[src/rtl/pipe_stall_pkg.sv]
package pipe_stall_pkg;

  localparam int NUM_STAGES = 6;
  localparam int IDX_W      = $clog2(NUM_STAGES);

  localparam int ST_F = 0;
  localparam int ST_D = 1;
  localparam int ST_E = 2;
  localparam int ST_M = 3;
  localparam int ST_A = 4;
  localparam int ST_W = 5;

  typedef logic [NUM_STAGES-1:0] stage_mask_t;

  typedef struct packed {
    logic             active;
    logic [IDX_W-1:0] point;
  } freeze_t;

  // Stages strictly after the freeze point load; all load when no freeze.
  function automatic stage_mask_t load_mask(freeze_t f);
    stage_mask_t m;
    for (int i = 0; i < NUM_STAGES; i++) begin
      m[i] = !f.active || (i > int'(f.point));
    end
    return m;
  endfunction

  // The single stage right after the freeze point takes an empty slot.
  function automatic stage_mask_t bubble_mask(freeze_t f);
    stage_mask_t m;
    for (int i = 0; i < NUM_STAGES; i++) begin
      m[i] = f.active && (i == int'(f.point) + 1);
    end
    return m;
  endfunction

endpackage

[src/rtl/pipe_stall_arb.sv]
module pipe_stall_arb
  import pipe_stall_pkg::*;
#(
  parameter int N_CAUSE = 4
) (
  input  logic               clk,
  input  logic               rst,
  input  logic               dec_vld,
  input  logic               aln_vld,
  input  logic               dec_hold,
  input  logic [N_CAUSE-1:0] align_busy,
  output logic               aln_stall_evt,
  output logic               dec_stall_evt,
  output freeze_t            frz
);

  logic any_cause;

  assign any_cause     = |align_busy;
  assign aln_stall_evt = aln_vld && any_cause;
  assign dec_stall_evt = dec_vld && dec_hold;

  always_comb begin
    frz = '0;
    if (aln_stall_evt) begin
      frz.active = 1'b1;
      frz.point  = IDX_W'(ST_A);
    end else if (dec_stall_evt) begin
      frz.active = 1'b1;
      frz.point  = IDX_W'(ST_D);
    end
  end

  AST_ALIGN_WINS: assert property (@(posedge clk) disable iff (rst)
    (dec_vld && dec_hold && aln_vld && (|align_busy)) |-> (frz.point == IDX_W'(ST_A)));

  AST_IDLE_REQ_IGNORED: assert property (@(posedge clk) disable iff (rst)
    (!dec_vld && !aln_vld) |-> !frz.active);

endmodule

[src/rtl/pipe_slot.sv]
module pipe_slot #(
  parameter int TAG_W = 8
) (
  input  logic             clk,
  input  logic             rst,
  input  logic             load,
  input  logic             bubble,
  input  logic             d_vld,
  input  logic [TAG_W-1:0] d_tag,
  output logic             q_vld,
  output logic [TAG_W-1:0] q_tag
);

  always_ff @(posedge clk) begin
    if (rst) begin
      q_vld <= 1'b0;
      q_tag <= '0;
    end else if (load) begin
      q_vld <= d_vld && !bubble;
      q_tag <= d_tag;
    end
  end

  AST_SLOT_HOLD: assert property (@(posedge clk) disable iff (rst)
    !load |=> ($stable(q_vld) && $stable(q_tag)));

  AST_SLOT_EMPTY: assert property (@(posedge clk) disable iff (rst)
    (load && bubble) |=> !q_vld);

endmodule

[src/rtl/pipe_stall_ctrl.sv]
module pipe_stall_ctrl
  import pipe_stall_pkg::*;
#(
  parameter int TAG_W   = 8,
  parameter int N_CAUSE = 4
) (
  input  logic                        clk,
  input  logic                        rst,
  input  logic                        in_valid,
  input  logic [TAG_W-1:0]            in_tag,
  output logic                        in_ready,
  input  logic                        dec_hold,
  input  logic [N_CAUSE-1:0]          align_busy,
  output logic [NUM_STAGES-1:0]       stage_en,
  output logic [NUM_STAGES-1:0]       bubble_ins,
  output logic [NUM_STAGES-1:0]       stage_vld,
  output logic [NUM_STAGES*TAG_W-1:0] stage_tag,
  output logic                        retire,
  output logic [TAG_W-1:0]            retire_tag
);

  freeze_t           frz;
  logic              aln_stall_evt;
  logic              dec_stall_evt;
  logic              accept_evt;
  stage_mask_t       ld_mask;
  stage_mask_t       bub_mask;
  logic [TAG_W-1:0]  tag_q [NUM_STAGES];

  pipe_stall_arb #(.N_CAUSE(N_CAUSE)) u_arb (
    .clk          (clk),
    .rst          (rst),
    .dec_vld      (stage_vld[ST_D]),
    .aln_vld      (stage_vld[ST_A]),
    .dec_hold     (dec_hold),
    .align_busy   (align_busy),
    .aln_stall_evt(aln_stall_evt),
    .dec_stall_evt(dec_stall_evt),
    .frz          (frz)
  );

  assign ld_mask  = load_mask(frz);
  assign bub_mask = bubble_mask(frz);

  for (genvar i = 0; i < NUM_STAGES; i++) begin : g_slot
    logic             src_vld;
    logic [TAG_W-1:0] src_tag;
    if (i == 0) begin : g_head
      assign src_vld = in_valid;
      assign src_tag = in_tag;
    end else begin : g_link
      assign src_vld = stage_vld[i-1];
      assign src_tag = tag_q[i-1];
    end
    pipe_slot #(.TAG_W(TAG_W)) u_slot (
      .clk   (clk),
      .rst   (rst),
      .load  (ld_mask[i]),
      .bubble(bub_mask[i]),
      .d_vld (src_vld),
      .d_tag (src_tag),
      .q_vld (stage_vld[i]),
      .q_tag (tag_q[i])
    );
    assign stage_tag[i*TAG_W +: TAG_W] = tag_q[i];
  end

  assign stage_en   = ld_mask;
  assign bubble_ins = bub_mask;
  assign in_ready   = ld_mask[ST_F];
  assign accept_evt = in_valid && in_ready;
  assign retire     = stage_vld[ST_W];
  assign retire_tag = tag_q[ST_W];

  AST_RESET_EMPTY: assert property (@(posedge clk)
    rst |=> (stage_vld == '0));

  AST_ALIGN_FREEZE: assert property (@(posedge clk) disable iff (rst)
    aln_stall_evt |=> ($stable(stage_vld[ST_A:ST_F]) && $stable(stage_tag[ST_W*TAG_W-1:0])));

  AST_WB_BUBBLE: assert property (@(posedge clk) disable iff (rst)
    aln_stall_evt |=> !retire);

  AST_DEC_FREEZE: assert property (@(posedge clk) disable iff (rst)
    (dec_stall_evt && !aln_stall_evt) |=> (!stage_vld[ST_E] && $stable(stage_vld[ST_D:ST_F])));

  AST_TAIL_ADVANCE: assert property (@(posedge clk) disable iff (rst)
    !aln_stall_evt |=> (stage_vld[ST_W] == $past(stage_vld[ST_A])));

  AST_NO_CATCHUP: assert property (@(posedge clk) disable iff (rst)
    (dec_stall_evt && !stage_vld[ST_E]) |-> !stage_en[ST_D]);

  AST_ONE_BUBBLE: assert property (@(posedge clk) disable iff (rst)
    $countones(bubble_ins) <= 1);

  AST_ACCEPT_ONLY_READY: assert property (@(posedge clk) disable iff (rst)
    accept_evt |=> (stage_vld[ST_F] && stage_tag[TAG_W-1:0] == $past(in_tag)));

endmodule

[config.mk]
export PLATFORM = sky130hd
export DESIGN_NAME = pipe_stall_ctrl
export DESIGN_NICKNAME = d
export VERILOG_FILES = /design/src/rtl/pipe_stall_pkg.sv /design/src/rtl/pipe_stall_arb.sv /design/src/rtl/pipe_slot.sv /design/src/rtl/pipe_stall_ctrl.sv
export SDC_FILE = /design/constraint.sdc
export NUM_CORES = 1
export LEC_CHECK = 0
export ABC_AREA = 1
export BUFFER_PORTS_ARGS = -buffer_cell sky130_fd_sc_hd__buf_2
export CORE_MARGIN = 2
export CORE_UTILIZATION = 48
export DETAILED_ROUTE_END_ITERATION = 7
export PLACE_DENSITY_LB_ADDON = 0.12
export SYNTH_ARGS = -nofsm -noshare
export SYNTH_HDL_FRONTEND = slang
export SYNTH_SLANG_ARGS = --single-unit
[constraint.sdc]
create_clock -name clk -period 1.15 [get_ports clk]
set_input_delay 0.115 -clock clk [delete_from_list [all_inputs] [get_ports clk]]
set_output_delay 0.115 -clock clk [all_outputs]
set_load 0.005 [all_outputs]
==> qor.yml, run 1 <==
grt_usage_pct: 16.91
synth.area.mux_share_pct: 0
crit_top_cell: "buf_6"
synth_top_cell_by_area: "dfxtp_1"
layout_min_cycle_time_ns: 1.151
grt_pass1_wl_um: 7107
register_area_mm2: 0.001085
cpPeakStageDelay_ns: 0.38
mappedNetlistArea_mm2: 0.002306
fin_ws_ns: -0.001430
stdcell_area_mm2: 0.002815
p_comb_share_pct: 19.5
status: "finished, violations left"
worstHoldPathType: "in2reg"
die_area_mm2: 0.005374
fmaxAchievable_mhz: 868.5
cts-buffers-inserted: 5
synth_xor_xnor_area_share_pct: 0
synth-seq-cells: 54
required_ns: 1.03
route.detailed.drc: 0
nets: 384
grt_pass1_vias: 1597
die_w_um: 73.31
final_common_cell: "buf_2"
syn_area_per_cell_um2: 7.843
syn2layout_area_growth_pct: 22.08
cts_tree: "done"
post-route-util_pct: 60.00
ys_types: 23
mostFrequentLayoutCells: "83 x buf_2, 80 x nor2_1, 53 x dfxtp_1"
antenna_cells: 0
cp_cell_sequence: "nand2_8, buf_6, buf_6"
pin_count: 92
portBuffers: 86
intPower_uw: 2901
arrival_ns: 1.04
initial_core_util_pct: 49.15
violations: "setup timing"
gp_congestion: 0.7105
ys_warn_count: 0
path_class: "reg2out"
p_leak_uw: 0.001501
first_pass_iters: 4
wl_per_cell_um: 10.52
dp_hpwl_um: 2924
htree_levels: 2
postRouteAntennaNets: 0
switching_share_pct: 27.38
drtIter0Drc: 75
wl_um: 4451
vias_per_cell: 4.530
powerDensity_mw_per_mm2: 1419
antenna_found_initial: 0
synth_top_family_by_area: "simple AND/OR/NAND/NOR gates"
syn_inst: 294
placed_area_mm2: 0.002589
rsz0062_at_grt: "yes"
clockBufferDepth: 2
power_switching_uw: 1094
core_area_mm2: 0.004692
cp_slowest_cell: "dfxtp_4"
setup_viol: 3
grt_overflow: 0
ir_drop_v: 0.0006245
synth_area_leaders: "dfxtp_1 47%, nor2_1 13%, buf_4 8.5%"
crit_fanout: 7
synth-adder-area-share_pct: 0
grt_max_degree: 33
skew_ns: 0.002162
drv_slew: 0
hold_slack_ns: 0.1121
drv_cap: 0
drive_gt1_share_pct: 35.23
fillers: 451
fp.dieH_um: 73.31
holdBufCountCts: 0
rows: 25
setup.worst_path.start_class: "flop"
clk_pin_slew_worst_paths_ns: 0.09
synth_compound_area_share_pct: 9.875
hold_violations: 0
cp-end-kind: "primary output"
clock-sinks: 54
vias: 1916
synthSimpleGateAreaFrac_pct: 22.46
preCtsSetupSlack_ns: 0.05784
power_frac_seq_pct: 53.7
p_clk_share_pct: 26.7
multi_input_area_um2: 792.0
synth_top_area_share_pct: 46.88
post-route-period-util_pct: 100.1
clk_latency_ns: 0.30
clock_tree.root_cell: "clkbuf_8"
yosysSeqAreaShare_pct: 46.88
==> final timing paths <==
kind,start,endpoint,slack [ns],cells after the start
max,g_slot[4].u_slot.q_vld,stage_en[3],-0.001,3
min,in_tag[2],g_slot[0].u_slot.q_tag[2],0.11,5
max reg2reg,g_slot[4].u_slot.q_vld,g_slot[1].u_slot.q_tag[4],0.06,5
min reg2reg,g_slot[4].u_slot.q_tag[6],g_slot[5].u_slot.q_tag[6],0.44,2
==> repair_timing <==
item	4_1_cts	5_1_grt
gates resized for setup	9	25
buffers inserted	5	3
endpoints found under the setup margin	8	31
pin swaps	1	0
gates cloned	1	0
==> through the flow <==
| step | instances | TNS (ns) | power [µW] |
|---|---|---|---|
| after detailed placement | 406 | 0 | 2900 |
| after CTS | 420 | -0.01840 | 3996 |
| final | 423 | -0.003324 | 3995 |
| after global placement | 406 | 0 | 2892 |
| after global routing | 423 | -0.4037 | 4232 |
| after floorplan | 297 | 0 | 2698 |
==> flip-flops by register name, indices dropped and copies added (netlist names) <==
signal / flops
g_slot.u_slot.q_tag: 48
g_slot.u_slot.q_vld: 6
==> power groups by stage <==
stage / Combinational, µW / Sequential [µW] / Clock [µW]
floorplan: 511 / 2190 / 0
global placement: 710 / 2180 / 0
detailed placement: 718 / 2180 / 0
CTS: 754 / 2140 / 1100
global route: 893 / 2170 / 1170
finish: 781 / 2150 / 1070
==> area by class of cell <==
cell class              instances  area share, %
repair buffers                105          23.07
clock inverters                 1         0.1778
flip-flops and latches         54          38.53
well taps                      54          2.400
inverters                      28          4.311
repair inverters                1         0.3111
multi-input cells             173          28.13
clock buffers                   7          3.067
==> worst max-delay path, delay by kind of cell (launching register included) <==
family / cells / cell delay (ns)
simple gates: 1 / 0.09
flops: 1 / 0.38
buf+inv: 2 / 0.26
==> per-layer routing <==
metal | track usage, % | vias to the layer above | wire length (µm)
met4 | 6.061 | 0 | 51
met5 | 0 | - | 0
met1 | 22.03 | 823 | 2087
li1 | - | 1027 | -
met3 | 4.938 | 4 | 270
met2 | 26.73 | 62 | 2041
==> cell usage after synthesis (all sizes together) <==
master / number
nor2: 83
dfxtp: 54
buf: 39
inv: 27
o21ai: 26
nand2: 22
nand3: 19
a21oi: 18
clkbuf: 3
conb: 2
clkinv: 1
==> cell families after synthesis <==
group | count (synthesis)
AO/OA/AOI/OAI | 44
buffers and inverters | 70
flip-flops | 54
other | 2
AND/OR/NAND/NOR | 124
No activity file was read; power rests on OpenSTA's default activity.
==> run 2, diff against run 1 <==
- TNS_END_PERCENT: not set -> 1
==> run 2 against run 1 <==
Effect of this change: the run still ends with setup timing left; clock-buffer cell count unchanged; critical path depth unchanged; register-to-register slack hardly changed; sequential share of layout area is 0.33 points higher; setup slack lost 0.0012 ns; sequential power hardly changed; hold slack better by 0.0012 ns; largest power group unchanged.
==> qor.yml, run 2 (synthesis gave the netlist of run 1 again) <==
syn2layout_area_growth_pct: 21.05
grt_pass1_vias: 1597
setup_viol: 3
rows: 25
cp_cell_sequence: "nand2_8, buf_6, buf_6"
grt_usage_pct: 16.91
path_class: "reg2out"
fmaxAchievable_mhz: 867.6
switching_share_pct: 27.30
p_comb_share_pct: 19.3
clock_tree.root_cell: "clkbuf_8"
cts-buffers-inserted: 5
drive_gt1_share_pct: 34.15
wl_um: 4401
route.detailed.drc: 0
cp_top_family: "flip-flops"
antenna_found_initial: 0
required_ns: 1.03
hold_violations: 0
crit_fanout: 7
die_w_um: 73.31
skew_ns: 0.002985
dp_hpwl_um: 2924
violations: "setup timing"
p_clk_share_pct: 26.8
drv_slew: 0
ir_drop_v: 0.0006217
reg.largest.list: "g_slot.u_slot.q_tag x48, g_slot.u_slot.q_vld x6"
cp.buffers_inverters: 2
drtIter0Drc: 88
ff2ff_setup_slack_ns: 0.06
core_area_mm2: 0.004692
setup_tns_ns: -0.006921
whs_path_depth: 5
grt_max_degree: 33
portBuffers: 86
drv_cap: 0
cts_tree: "done"
cp-end-kind: "primary output"
post-route-period-util_pct: 100.2
power_switching_uw: 1087
status: "finished, violations left"
grt_pass1_wl_um: 7107
arrival_ns: 1.04
p_leak_uw: 0.001484
die_area_mm2: 0.005374
clk_pin_slew_worst_paths_ns: 0.09
grt_overflow: 0
mostFrequentLayoutCells: "82 x buf_2, 80 x nor2_1, 53 x dfxtp_1"
vias_per_cell: 4.552
pin_count: 92
rsz0062_at_grt: "yes"
first_pass_iters: 4
cpPeakStageDelay_ns: 0.38
wl_per_cell_um: 10.48
worstHoldPathType: "in2reg"
antenna_cells: 0
nets: 381
clockBufferDepth: 2
powerDensity_mw_per_mm2: 1426
power_frac_seq_pct: 53.9
vias: 1912
initial_core_util_pct: 49.15
clk_latency_ns: 0.30
setup.worst_path.start_class: "flop"
gp_congestion: 0.7105
largest_reg_flops: 48
postRouteAntennaNets: 0
reg2reg_depth: 5
fp.dieH_um: 73.31
htree_levels: 2
intPower_uw: 2894
cp_slowest_cell: "dfxtp_4"
fin_ws_ns: -0.002629
clock-sinks: 54
final_common_cell: "buf_2"
post-route-util_pct: 59.49
layout_min_cycle_time_ns: 1.153
crit_top_cell: "buf_6"
cp.depth: 3
top_register: "g_slot.u_slot.q_tag"
-- run 2: changes by cell type in the layout (fill, tap and decap cells not counted), sizes merged --
cell  before  now
buf      105  102
-- run 2: cell type report --
cell class              instances  area, µm²
repair buffers                102      633.1
multi-input cells             173      784.5
clock inverters                 1      5.005
repair inverters                1      8.758
well taps                      54      67.56
fillers                       454       1901
clock buffers                   7      86.33
flip-flops and latches         54       1085
inverters                      28      121.4
-- run 2: worst paths after layout --
check / from / endpoint
worst min-delay path: in_tag[2] / g_slot[0].u_slot.q_tag[2]
worst max register to register: g_slot[4].u_slot.q_vld / g_slot[1].u_slot.q_tag[4]
worst min register to register: g_slot[4].u_slot.q_tag[6] / g_slot[5].u_slot.q_tag[6]
worst max-delay path: g_slot[4].u_slot.q_vld / stage_en[3]
-- run 2: what timing repair did --
item                       in CTS  in global routing
gates resized for setup         9                 24
hold buffers                    0                  0
setup endpoints to repair       8                 31
setup buffers                   5                  0
gates cloned                    1                  0
pin swaps                       1                  0
-- run 2: metal layers --
layer	track usage [%]	part of all wire, %	vias up
met5	0	0	-
met4	6.061	1.2	0
met3	4.938	6.0	4
met2	26.73	46	63
met1	22.03	47	823
li1	-	-	1022
-- run 2: tightest hold or removal path: stages --
cell and delay (ns):
buf_2 0.07, inv_1 0.03, nand3_1 0.06, nand2_1 0.04
nor2_1 0.07
-- run 2: power groups by stage --
stage / Sequential (µW) / Clock [µW] / Combinational (µW)
floorplan: 2190 / 0 / 511
global placement: 2180 / 0 / 710
detailed placement: 2180 / 0 / 718
CTS: 2140 / 1100 / 754
global route: 2170 / 1170 / 880
finish: 2140 / 1070 / 768
-- run 2: through the flow --
step                      area (µm²)  worst slack, ns  power [µW]  cells  hold WS (ns)
after detailed placement        2589          0.05784        2900    406        0.4244
after floorplan                 2317          0.09252        2698    297        0.3341
after global placement          2589           0.1016        2892    406        0.4249
after global routing            2791         -0.04963        4217    420        0.1355
after CTS                       2753        -0.005035        3996    420        0.1085
final                           2791        -0.002629        3981    420        0.1133
